### src/rtl/i2c_seq_pkg.sv
package i2c_seq_pkg;
  typedef enum logic [2:0] {
    OP_NONE    = 3'd0,
    OP_START   = 3'd1,
    OP_RESTART = 3'd2,
    OP_WRITE   = 3'd3,
    OP_READ    = 3'd4,
    OP_STOP    = 3'd5
  } op_e;

  typedef enum logic [2:0] {
    ST_IDLE, ST_START, ST_ADDR, ST_DATA, ST_CNT, ST_READ, ST_STOP
  } st_e;

  localparam int START_BIT = 8;
  localparam int STOP_BIT  = 9;
endpackage

### src/rtl/i2c_seq_fifo.sv
module i2c_seq_fifo #(
  parameter int W     = 10,
  parameter int DEPTH = 16
) (
  input  logic                         clk,
  input  logic                         rst_n,
  input  logic                         flush,
  input  logic                         push,
  input  logic [W-1:0]                 push_data,
  input  logic                         pop,
  output logic [W-1:0]                 head,
  output logic                         empty,
  output logic                         full,
  output logic [$clog2(DEPTH+1)-1:0]   count
);
  localparam int AW = $clog2(DEPTH);
  localparam int CW = $clog2(DEPTH + 1);

  logic [W-1:0]  mem [DEPTH];
  logic [AW-1:0] wp, rp;
  logic [CW-1:0] cnt;

  assign head  = mem[rp];
  assign empty = (cnt == '0);
  assign full  = (cnt == CW'(DEPTH));
  assign count = cnt;

  always_ff @(posedge clk) begin
    if (push) mem[wp] <= push_data;
  end

  always_ff @(posedge clk) begin
    if (!rst_n || flush) begin
      wp  <= '0;
      rp  <= '0;
      cnt <= '0;
    end else begin
      if (push) wp <= (wp == AW'(DEPTH - 1)) ? '0 : wp + 1'b1;
      if (pop)  rp <= (rp == AW'(DEPTH - 1)) ? '0 : rp + 1'b1;
      cnt <= cnt + CW'(push) - CW'(pop);
    end
  end
endmodule

### src/rtl/i2c_seq_rdcnt.sv
module i2c_seq_rdcnt #(
  parameter int DW = 8
) (
  input  logic          clk,
  input  logic          rst_n,
  input  logic          load,
  input  logic [DW-1:0] load_val,
  input  logic          dec,
  output logic          zero,
  output logic          last
);
  logic [DW-1:0] rem;

  assign zero = (rem == '0);
  assign last = (rem == DW'(1));

  always_ff @(posedge clk) begin
    if (!rst_n)               rem <= '0;
    else if (load)            rem <= load_val;
    else if (dec && !zero)    rem <= rem - 1'b1;
  end
endmodule

### src/rtl/i2c_seq_ctrl.sv
module i2c_seq_ctrl
  import i2c_seq_pkg::*;
#(
  parameter int DW = 8,
  parameter int EW = DW + 2
) (
  input  logic          clk,
  input  logic          rst_n,
  input  logic [EW-1:0] head,
  input  logic          empty,
  output logic          pop,
  output logic          flush,
  output logic          cnt_load,
  output logic [DW-1:0] cnt_val,
  output logic          cnt_dec,
  input  logic          cnt_zero,
  input  logic          cnt_last,
  output logic          cmd_valid,
  input  logic          cmd_ready,
  output logic [2:0]    cmd_op,
  output logic [DW-1:0] cmd_byte,
  output logic          cmd_nack,
  input  logic          rsp_valid,
  input  logic          rsp_nack,
  output logic          bus_owned,
  output logic          tx_err,
  output logic          bus_idle
);
  st_e           st;
  logic          busy, owned, wr_open, is_read, stop_after;
  logic [DW-1:0] cur;
  op_e           op;
  logic          done, err;

  assign done = busy && rsp_valid;
  assign err  = done && rsp_nack && (st == ST_ADDR || st == ST_DATA);

  always_comb begin
    op = OP_NONE;
    case (st)
      ST_START: op = owned ? OP_RESTART : OP_START;
      ST_ADDR,
      ST_DATA:  op = OP_WRITE;
      ST_READ:  op = cnt_zero ? OP_NONE : OP_READ;
      ST_STOP:  op = OP_STOP;
      default:  op = OP_NONE;
    endcase
  end

  assign cmd_valid = !busy && (op != OP_NONE);
  assign cmd_op    = op;
  assign cmd_byte  = cur;
  assign cmd_nack  = (st == ST_READ) && cnt_last;

  assign pop      = !empty && (st == ST_IDLE || st == ST_CNT);
  assign flush    = err;
  assign cnt_load = (st == ST_CNT) && !empty;
  assign cnt_val  = head[DW-1:0];
  assign cnt_dec  = done && (st == ST_READ);
  assign bus_owned = owned;

  always_ff @(posedge clk) begin
    if (!rst_n) begin
      st         <= ST_IDLE;
      busy       <= 1'b0;
      owned      <= 1'b0;
      wr_open    <= 1'b0;
      is_read    <= 1'b0;
      stop_after <= 1'b0;
      cur        <= '0;
      tx_err     <= 1'b0;
      bus_idle   <= 1'b0;
    end else begin
      tx_err   <= err;
      bus_idle <= 1'b0;
      if (cmd_valid && cmd_ready) busy <= 1'b1;
      else if (done)              busy <= 1'b0;
      case (st)
        ST_IDLE: if (!empty) begin
          if (head[START_BIT]) begin
            cur        <= head[DW-1:0];
            is_read    <= head[0];
            stop_after <= head[STOP_BIT];
            wr_open    <= 1'b0;
            st         <= ST_START;
          end else if (wr_open) begin
            cur        <= head[DW-1:0];
            stop_after <= head[STOP_BIT];
            st         <= ST_DATA;
          end
        end
        ST_START: if (done) begin
          owned <= 1'b1;
          st    <= ST_ADDR;
        end
        ST_ADDR: if (done) begin
          if (rsp_nack)        st <= ST_STOP;
          else if (is_read)    st <= ST_CNT;
          else if (stop_after) st <= ST_STOP;
          else begin
            wr_open <= 1'b1;
            st      <= ST_IDLE;
          end
        end
        ST_DATA: if (done) begin
          if (rsp_nack) begin
            wr_open <= 1'b0;
            st      <= ST_STOP;
          end else if (stop_after) st <= ST_STOP;
          else                     st <= ST_IDLE;
        end
        ST_CNT: if (!empty) begin
          stop_after <= head[STOP_BIT];
          st         <= ST_READ;
        end
        ST_READ: if (cnt_zero && !busy) st <= stop_after ? ST_STOP : ST_IDLE;
        ST_STOP: if (done) begin
          owned    <= 1'b0;
          wr_open  <= 1'b0;
          bus_idle <= 1'b1;
          st       <= ST_IDLE;
        end
        default: st <= ST_IDLE;
      endcase
    end
  end
endmodule

### src/rtl/i2c_cmd_seq.sv
module i2c_cmd_seq #(
  parameter int DEPTH = 16,
  parameter int DW    = 8,
  parameter int EW    = DW + 2,
  parameter int OW    = $clog2(DEPTH)
) (
  input  logic          clk,
  input  logic          rst_n,
  input  logic          in_valid,
  output logic          in_ready,
  input  logic [EW-1:0] in_data,
  output logic [OW-1:0] occ_m1,
  output logic          fifo_empty,
  output logic          cmd_valid,
  input  logic          cmd_ready,
  output logic [2:0]    cmd_op,
  output logic [DW-1:0] cmd_byte,
  output logic          cmd_nack,
  input  logic          rsp_valid,
  input  logic          rsp_nack,
  output logic          bus_owned,
  output logic          tx_err,
  output logic          bus_idle
);
  localparam int CW = $clog2(DEPTH + 1);

  logic [EW-1:0] head;
  logic          empty, full, pop, flush;
  logic [CW-1:0] count;
  logic          cnt_load, cnt_dec, cnt_zero, cnt_last;
  logic [DW-1:0] cnt_val;
  logic [CW-1:0] count_m1;

  assign in_ready   = !full && !flush;
  assign fifo_empty = empty;
  assign count_m1   = count - 1'b1;
  assign occ_m1     = empty ? '0 : count_m1[OW-1:0];

  i2c_seq_fifo #(.W(EW), .DEPTH(DEPTH)) u_fifo (
    .clk(clk), .rst_n(rst_n), .flush(flush),
    .push(in_valid && in_ready), .push_data(in_data),
    .pop(pop), .head(head), .empty(empty), .full(full), .count(count)
  );

  i2c_seq_rdcnt #(.DW(DW)) u_rdcnt (
    .clk(clk), .rst_n(rst_n), .load(cnt_load), .load_val(cnt_val),
    .dec(cnt_dec), .zero(cnt_zero), .last(cnt_last)
  );

  i2c_seq_ctrl #(.DW(DW), .EW(EW)) u_ctrl (
    .clk(clk), .rst_n(rst_n), .head(head), .empty(empty), .pop(pop),
    .flush(flush), .cnt_load(cnt_load), .cnt_val(cnt_val),
    .cnt_dec(cnt_dec), .cnt_zero(cnt_zero), .cnt_last(cnt_last),
    .cmd_valid(cmd_valid), .cmd_ready(cmd_ready), .cmd_op(cmd_op),
    .cmd_byte(cmd_byte), .cmd_nack(cmd_nack), .rsp_valid(rsp_valid),
    .rsp_nack(rsp_nack), .bus_owned(bus_owned), .tx_err(tx_err),
    .bus_idle(bus_idle)
  );
endmodule

### config.mk
export PLATFORM = sky130hd
export DESIGN_NAME = i2c_cmd_seq
export DESIGN_NICKNAME = d
export VERILOG_FILES = /design/src/rtl/i2c_seq_pkg.sv /design/src/rtl/i2c_seq_fifo.sv /design/src/rtl/i2c_seq_rdcnt.sv /design/src/rtl/i2c_seq_ctrl.sv /design/src/rtl/i2c_cmd_seq.sv
export SDC_FILE = /design/constraint.sdc
export NUM_CORES = 1
export LEC_CHECK = 0
export ABC_CLOCK_PERIOD_IN_PS = 3200
export BUFFER_PORTS_ARGS = -buffer_cell sky130_fd_sc_hd__clkbuf_2
export CAP_MARGIN = 25
export CORE_UTILIZATION = 60
export CTS_CLUSTER_DIAMETER = 200
export DETAILED_ROUTE_END_ITERATION = 6
export GPL_TIMING_DRIVEN = 0
export PLACE_DENSITY_LB_ADDON = 0.08
export SLEW_MARGIN = 20
export SYNTH_ARGS = -nofsm -noshare
export SYNTH_HDL_FRONTEND = slang
export SYNTH_SLANG_ARGS = --single-unit
### constraint.sdc
create_clock -name clk -period 3.2 [get_ports clk]
set_input_delay 0.64 -clock clk [delete_from_list [all_inputs] [get_ports clk]]
set_output_delay 0.64 -clock clk [all_outputs]
set_load 0.005 [all_outputs]
# After elaboration in Yosys (flattened, before gate mapping)
# Memories as Yosys holds them, arrays and structs flattened. A register that Yosys moved wholly into a read port is not among the register bits.
# Cells that the tools add are included.
# W data, S select, Z words.
# classes
muxes	47
bitwise_logic	1
n_addsub	6
n_shift	0
eq_ne	23
n_mul	0
n_lt_le_gt_ge	0
n_reduce_logical	40
div	0
# ops
cell	count
$mux W3	14
$mux W8	4
$pmux W3 S7	1
$mux W4	5
$mux W1	18
$ne A2 B2 Y1 const B	8
$logic_and A1 B1 Y1	13
$pmux W3 S4	1
$reduce_and A10 Y1	1
$reduce_bool A2 Y1	5
$eq A3 B3 Y1 const B	3
$reduce_and A3 Y1	3
$add A4 B1 Y4 const B	2
$eq A4 B4 Y1 const B	2
$eq A8 B1 Y1 const B	1
$logic_not A8 Y1	1
$ne A2 B1 Y1 const B	4
$reduce_and A8 Y1	1
$sub A8 B1 Y8 const B	1
$eq A3 B2 Y1 const B	2
$logic_not A1 Y1	6
$add A5 B1 Y5	1
$eq A5 B5 Y1 const B	1
$logic_not A5 Y1	1
other kinds (15)	18
# totals
latch_bits	0
inputBits	16
n_memories	1
reg_bits	39
ramBits	160
romBits	0
output_inout_bits	22
word_cells	131
# mem_list
name	depth	width	read_ports	rd_clocked_by_memory_dff	wr	line_no	text
u_fifo.mem	16	10	1	1	1	i2c_seq_fifo.sv:19	logic [W-1:0] mem [DEPTH];

# Longest topological paths before layout
# depth
word_depth	8
ltp_mapped	16
mapped_depth_nobuf	15

# Modules after synthesis
# Synthesis repeated with hierarchy kept, for this count alone.
# hier_totals
hier_cells	555
hier_area_um2	8658.3
# modules_own_cells
mod	instances	area_each_um2	cells_each	seq_area_each_um2
i2c_seq_fifo	1	6965.4	351	5144.9
i2c_seq_ctrl	1	1102.3	131	360.3
i2c_seq_rdcnt	1	520.5	61	160.2
i2c_cmd_seq	1	70.1	12	0.0

# Least setup slack after synthesis
# No wires, ideal clock.
# synth_path
path_type	input port to flip-flop
from	input port rsp_valid
to	register u_fifo.cnt[4] (netlist: u_fifo.count[4])
path_stages	14
required_ns	3.084
setup_time_ns	0.116
arrival_time_ns	2.635
path_slack_ns	0.449
path_buffers	1
path_cell_list	nand2_1 > o311a_1 > clkbuf_1 > inv_1 > ha_1 > inv_1 > ha_1 > inv_1 > fa_1 > nor2_1 > nor2_1 > o21bai_1 > xnor2_1 > nor2_1
# synth_via
elab_chain_len	8
elab_cells_between_ends	9
cone_classes	2 x add/sub; 7 x reduce/logical
# synth_rtl
item	line_no	text
start, declared	i2c_cmd_seq.sv:19	input logic rsp_valid,
$logic_and A1 B1 Y1 (*)	i2c_seq_ctrl.sv:35	assign done = busy && rsp_valid;
$logic_and A1 B1 Y1 (*) (2 in series)	i2c_seq_ctrl.sv:36	assign err = done && rsp_nack && (st == ST_ADDR || st == ST_DATA);
$logic_not A1 Y1	i2c_cmd_seq.sv:34	assign in_ready = !full && !flush;
$logic_and A1 B1 Y1	i2c_cmd_seq.sv:34	
$logic_and A1 B1 Y1	i2c_cmd_seq.sv:41	.push(in_valid && in_ready), .push_data(in_data),
$add A5 B1 Y5	i2c_seq_fifo.sv:40	cnt <= cnt + CW'(push) - CW'(pop);
$sub A5 B1 Y5	i2c_seq_fifo.sv:40	
end signal, assigned	i2c_seq_fifo.sv:40	
end, declared	i2c_seq_fifo.sv:21	logic [CW-1:0] cnt;
# Mark *: on every way between the ends. The rest lies on a longest branch, timed or not.
# A chain may end at the register's enable or synchronous reset.

# Final worst setup path
# layout_path
from	register u_rdcnt.rem[2]
to	output port cmd_valid
# layout_via
elab_chain_len	5
# layout_rtl
item	line_no	text
start, declared	i2c_seq_rdcnt.sv:12	logic [DW-1:0] rem;
start signal, assigned	i2c_seq_rdcnt.sv:19	else if (load) rem <= load_val;
start signal, assigned	i2c_seq_rdcnt.sv:20	else if (dec && !zero) rem <= rem - 1'b1;
$logic_not A8 Y1	i2c_seq_rdcnt.sv:14	assign zero = (rem == '0);
$mux W3	i2c_seq_ctrl.sv:44	ST_READ: op = cnt_zero ? OP_NONE : OP_READ;
$pmux W3 S4	i2c_seq_ctrl.sv:40	case (st)
$reduce_bool A3 Y1	i2c_seq_ctrl.sv:50	assign cmd_valid = !busy && (op != OP_NONE);
$logic_and A1 B1 Y1	i2c_seq_ctrl.sv:50	
end, declared	i2c_cmd_seq.sv:14	output logic cmd_valid,
# No other way between the ends.

==> results.py <==
metrics = {
    "global_route": {
        "grt_pass1_wl_um": 27600,
        "antenna_found_initial": 0,
        "grt_max_degree": 17,
        "gr-total-overflow": 0,
        "gr-usage-all-layers": 0.255,
        "grt_pass1_vias": 4977,
    },
    "synthesis": {
        "synth_top_area_share": 0.560,
        "synth.distinct_cells": 66,
        "postSynth.asyncResetShare": 0,
        "synthCells": 566,
        "yosysWarningCount": 0,
        "ys_seq_area_frac": 0.660,
        "netlist_area_um2": 8590,
        "synthTopCellsByArea": "edfxtp_1 (56%), dfxtp_1 (10%), mux4_2 (8.9%)",
        "synthesis.nets": 599,
        "synth_ff_type": "edfxtp_1",
        "yosys.area.top_type": "edfxtp_1",
        "synth-seq-cells": 203,
        "synth_area_per_cell_um2": 15.2,
        "synth_edf_count": 160,
    },
    "timing": {
        "finalHoldViolCount": 0,
        "final-setup-viol-count": 0,
        "fin_skew_ns": 0.0142,
        "tightest_slew_ns": 1.02,
        "period_share": 0.920,
        "relSlewSlack": 0.314,
        "fmax_mhz": 340,
        "rsz0062_at_grt": "no",
        "slew_viol_final": 0,
        "timing.final.ws_setup_ns": 0.256,
        "period_minus_slack_ns": 2.94,
    },
    "run_status": {
        "outcome": "finished, final reports clean",
    },
    "clock_network": {
        "cts_buffers": 21,
        "ctsHoldBuffers": 0,
        "clock_tree.root_cell": "clkbuf_16",
        "clock_latency_ns": 0.49,
        "path_clk_slew_ns": 0.06,
        "cts_sinks": 203,
        "cts_buffer_depth": 3,
        "cts_tree": "built",
        "cts_max_level": 1,
    },
    "detailed_routing": {
        "first_iter_violations": 471,
        "drc": 0,
        "drtAntennaViolNets": 0,
        "routed_via_density": 6.15,
        "drt_wl_total_um": 17800,
        "drt_first_pass_iters": 5,
        "wl_per_cell_um": 21.6,
        "via_count": 5084,
    },
    "setup_path": {
        "r2r_start": "u_fifo.count[1]",
        "reg2reg_to": "u_fifo.count[4]",
        "critPathKind": "reg2out",
        "start_kind": "flop",
        "r2r_cells": 15,
        "cp.arrival_ns": 2.30,
        "r2r_setup_slack_ns": 0.34,
        "path_max_fanout": 8,
        "critPathRequiredTime_ns": 2.56,
        "crit_path_end_kind": "output port",
    },
    "place": {
        "gp_congestion": 0.925,
        "io_buffers": 36,
        "place.detailed.hpwl_um": 11900,
        "dpl_cell_area_um2": 9070,
        "place_ws_ns": -0.0387,
        "dpl.cell_count": 787,
    },
    "worst_hold_path": {
        "hold_end": "u_ctrl.busy",
        "hp-class": "in2reg",
        "hp-start": "cmd_ready",
        "hold_depth": 3,
    },
    "finish": {
        "post-route-cell-area_um2": 9730,
        "fill_cells": 889,
        "drive_above_1_share": 0.217,
        "seqCellArea_um2": 5670,
        "most-common-layout-cells": "edfxtp_1 (160), nand2_1 (43), nor2_1 (43), dfxtp_1 (43), clkbuf_2 (37)",
        "final_common_cell": "edfxtp_1",
        "areaGrowthSynthToFinish_pct": 13.3,
        "finalNetCount": 667,
        "layout.cells.non_filler": 826,
        "n_antenna_cell": 0,
        "multi_input_area_um2": 2730,
    },
    "floorplanning": {
        "dieArea_um2": 14800,
        "die_h_um": 122,
        "start_util": 0.616,
        "io_pins": 38,
        "rows": 43,
        "core_um2": 13900,
        "die_width_um": 122,
    },
    "power": {
        "power.density_nw_per_um2": 800,
        "swShare": 0.304,
        "power_frac_comb": 0.311,
        "p_leak_nw": 3.37,
        "ir_worst_vdd_mv": 0.567,
        "p_int_mw": 5.42,
        "p_switching_mw": 2.37,
        "power_frac_clock": 0.283,
        "power_frac_seq": 0.405,
    },
    "job": {
        "maxCapViolations": 0,
    },
}
==> Yosys cell counts (4+ instances only) <==
master and count:
o21ai_0 9, edfxtp_1 160, nand2b_1 5, xnor2_1 6
a31oi_1 4, nor3_1 9, a21oi_1 20, ha_1 16
mux4_2 34, nor4_1 6, mux4_1 4, a22oi_1 11
inv_1 18, and2_1 4, clkbuf_1 15, nor2b_1 6
nand3_1 8, nor2_1 47, nand2_1 43, mux2i_1 24
dfxtp_1 43, buf_1 6
==> worst max path at each step <==
stage,startpoint,endpoint,slack (ns)
final,u_rdcnt.rem[2],cmd_valid,0.26
after global routing,u_fifo.count[1],u_fifo.count[4],0.07
after CTS,u_fifo.count[1],u_fifo.count[4],0.12
after detailed placement,rsp_valid,u_fifo.count[4],-0.04
after global placement,rsp_valid,u_fifo.mem[3][4],-0.51
after floorplan,rsp_valid,u_fifo.count[4],0.45
==> flip-flops by register name, indices dropped and copies added, names as in the netlist, 3 cells and up, named ones only <==
| register | flops |
|---|---|
| u_fifo.count | 5 |
| u_ctrl.cmd_byte | 8 |
| u_rdcnt.rem | 8 |
| u_fifo.mem | 160 |
| u_fifo.rp | 4 |
| u_ctrl.st | 3 |
| u_fifo.wp | 4 |
==> per-layer routing <==
metal	up-vias	share of wire	global-route usage
li1	2316	-	-
met1	2509	0.42	0.342
met2	214	0.49	0.431
met3	45	0.065	0.0449
met4	0	0.025	0.0687
met5	-	0	0
==> cells by family (layout without fill, tap and decap cells) <==
group | after synthesis | in the layout | synth area share
DFF | 203 | 203 | 0.660
and+or+nand+nor | 144 | 144 | 0.0787
AOI/OAI and AO/OA | 78 | 78 | 0.0651
muxes | 65 | 65 | 0.135
buffers and inverters | 50 | 130 | 0.0270
adders and majority gates | 17 | 17 | 0.0256
xor gates and xnor gates | 9 | 9 | 0.00918
==> cell type report <==
cell class	count	area share
buffer	29	0.0157
clock buffer	25	0.0555
clock inverter	10	0.00720
inverter	20	0.00772
multi-input combinational	313	0.280
sequential	203	0.582
tap	180	0.0231
timing repair buffer	46	0.0282
==> power groups by stage <==
stage                     Combinational (mW)  Sequential [mW]  Clock, mW
after global placement                  2.29             3.20          0
final                                   2.42             3.16       2.21
after CTS                               2.39             3.15       2.24
after detailed placement                2.37             3.21          0
after global routing                    2.66             3.18       2.34
after floorplan                         1.75             3.18          0
==> critical path, cell delays in order, from the launching register on <==
cell and delay, ns:
dfxtp_1 0.30, clkbuf_2 0.16, or4_4 0.52, o41ai_1 0.48, a311oi_1 0.21, clkbuf_2 0.15
==> through the flow <==
stage	util	hold slack [ns]	setup TNS (ns)	power, mW
2_1_floorplan	-	0.454	0	4.93
3_3_place_gp	0.645	0.451	-18.45	5.49
3_5_place_dp	0.651	0.453	-0.0387	5.58
4_1_cts	0.695	0.376	0	7.79
5_1_grt	0.698	0.380	0	8.17
6_report	0.698	0.386	0	7.79
==> timing repair <==
item,CTS,global route
resized for setup,1,1
pin swaps,0,1
buffers inserted,0,2
endpoints found under the setup margin,1,1
(Power assumes the default switching activity.)
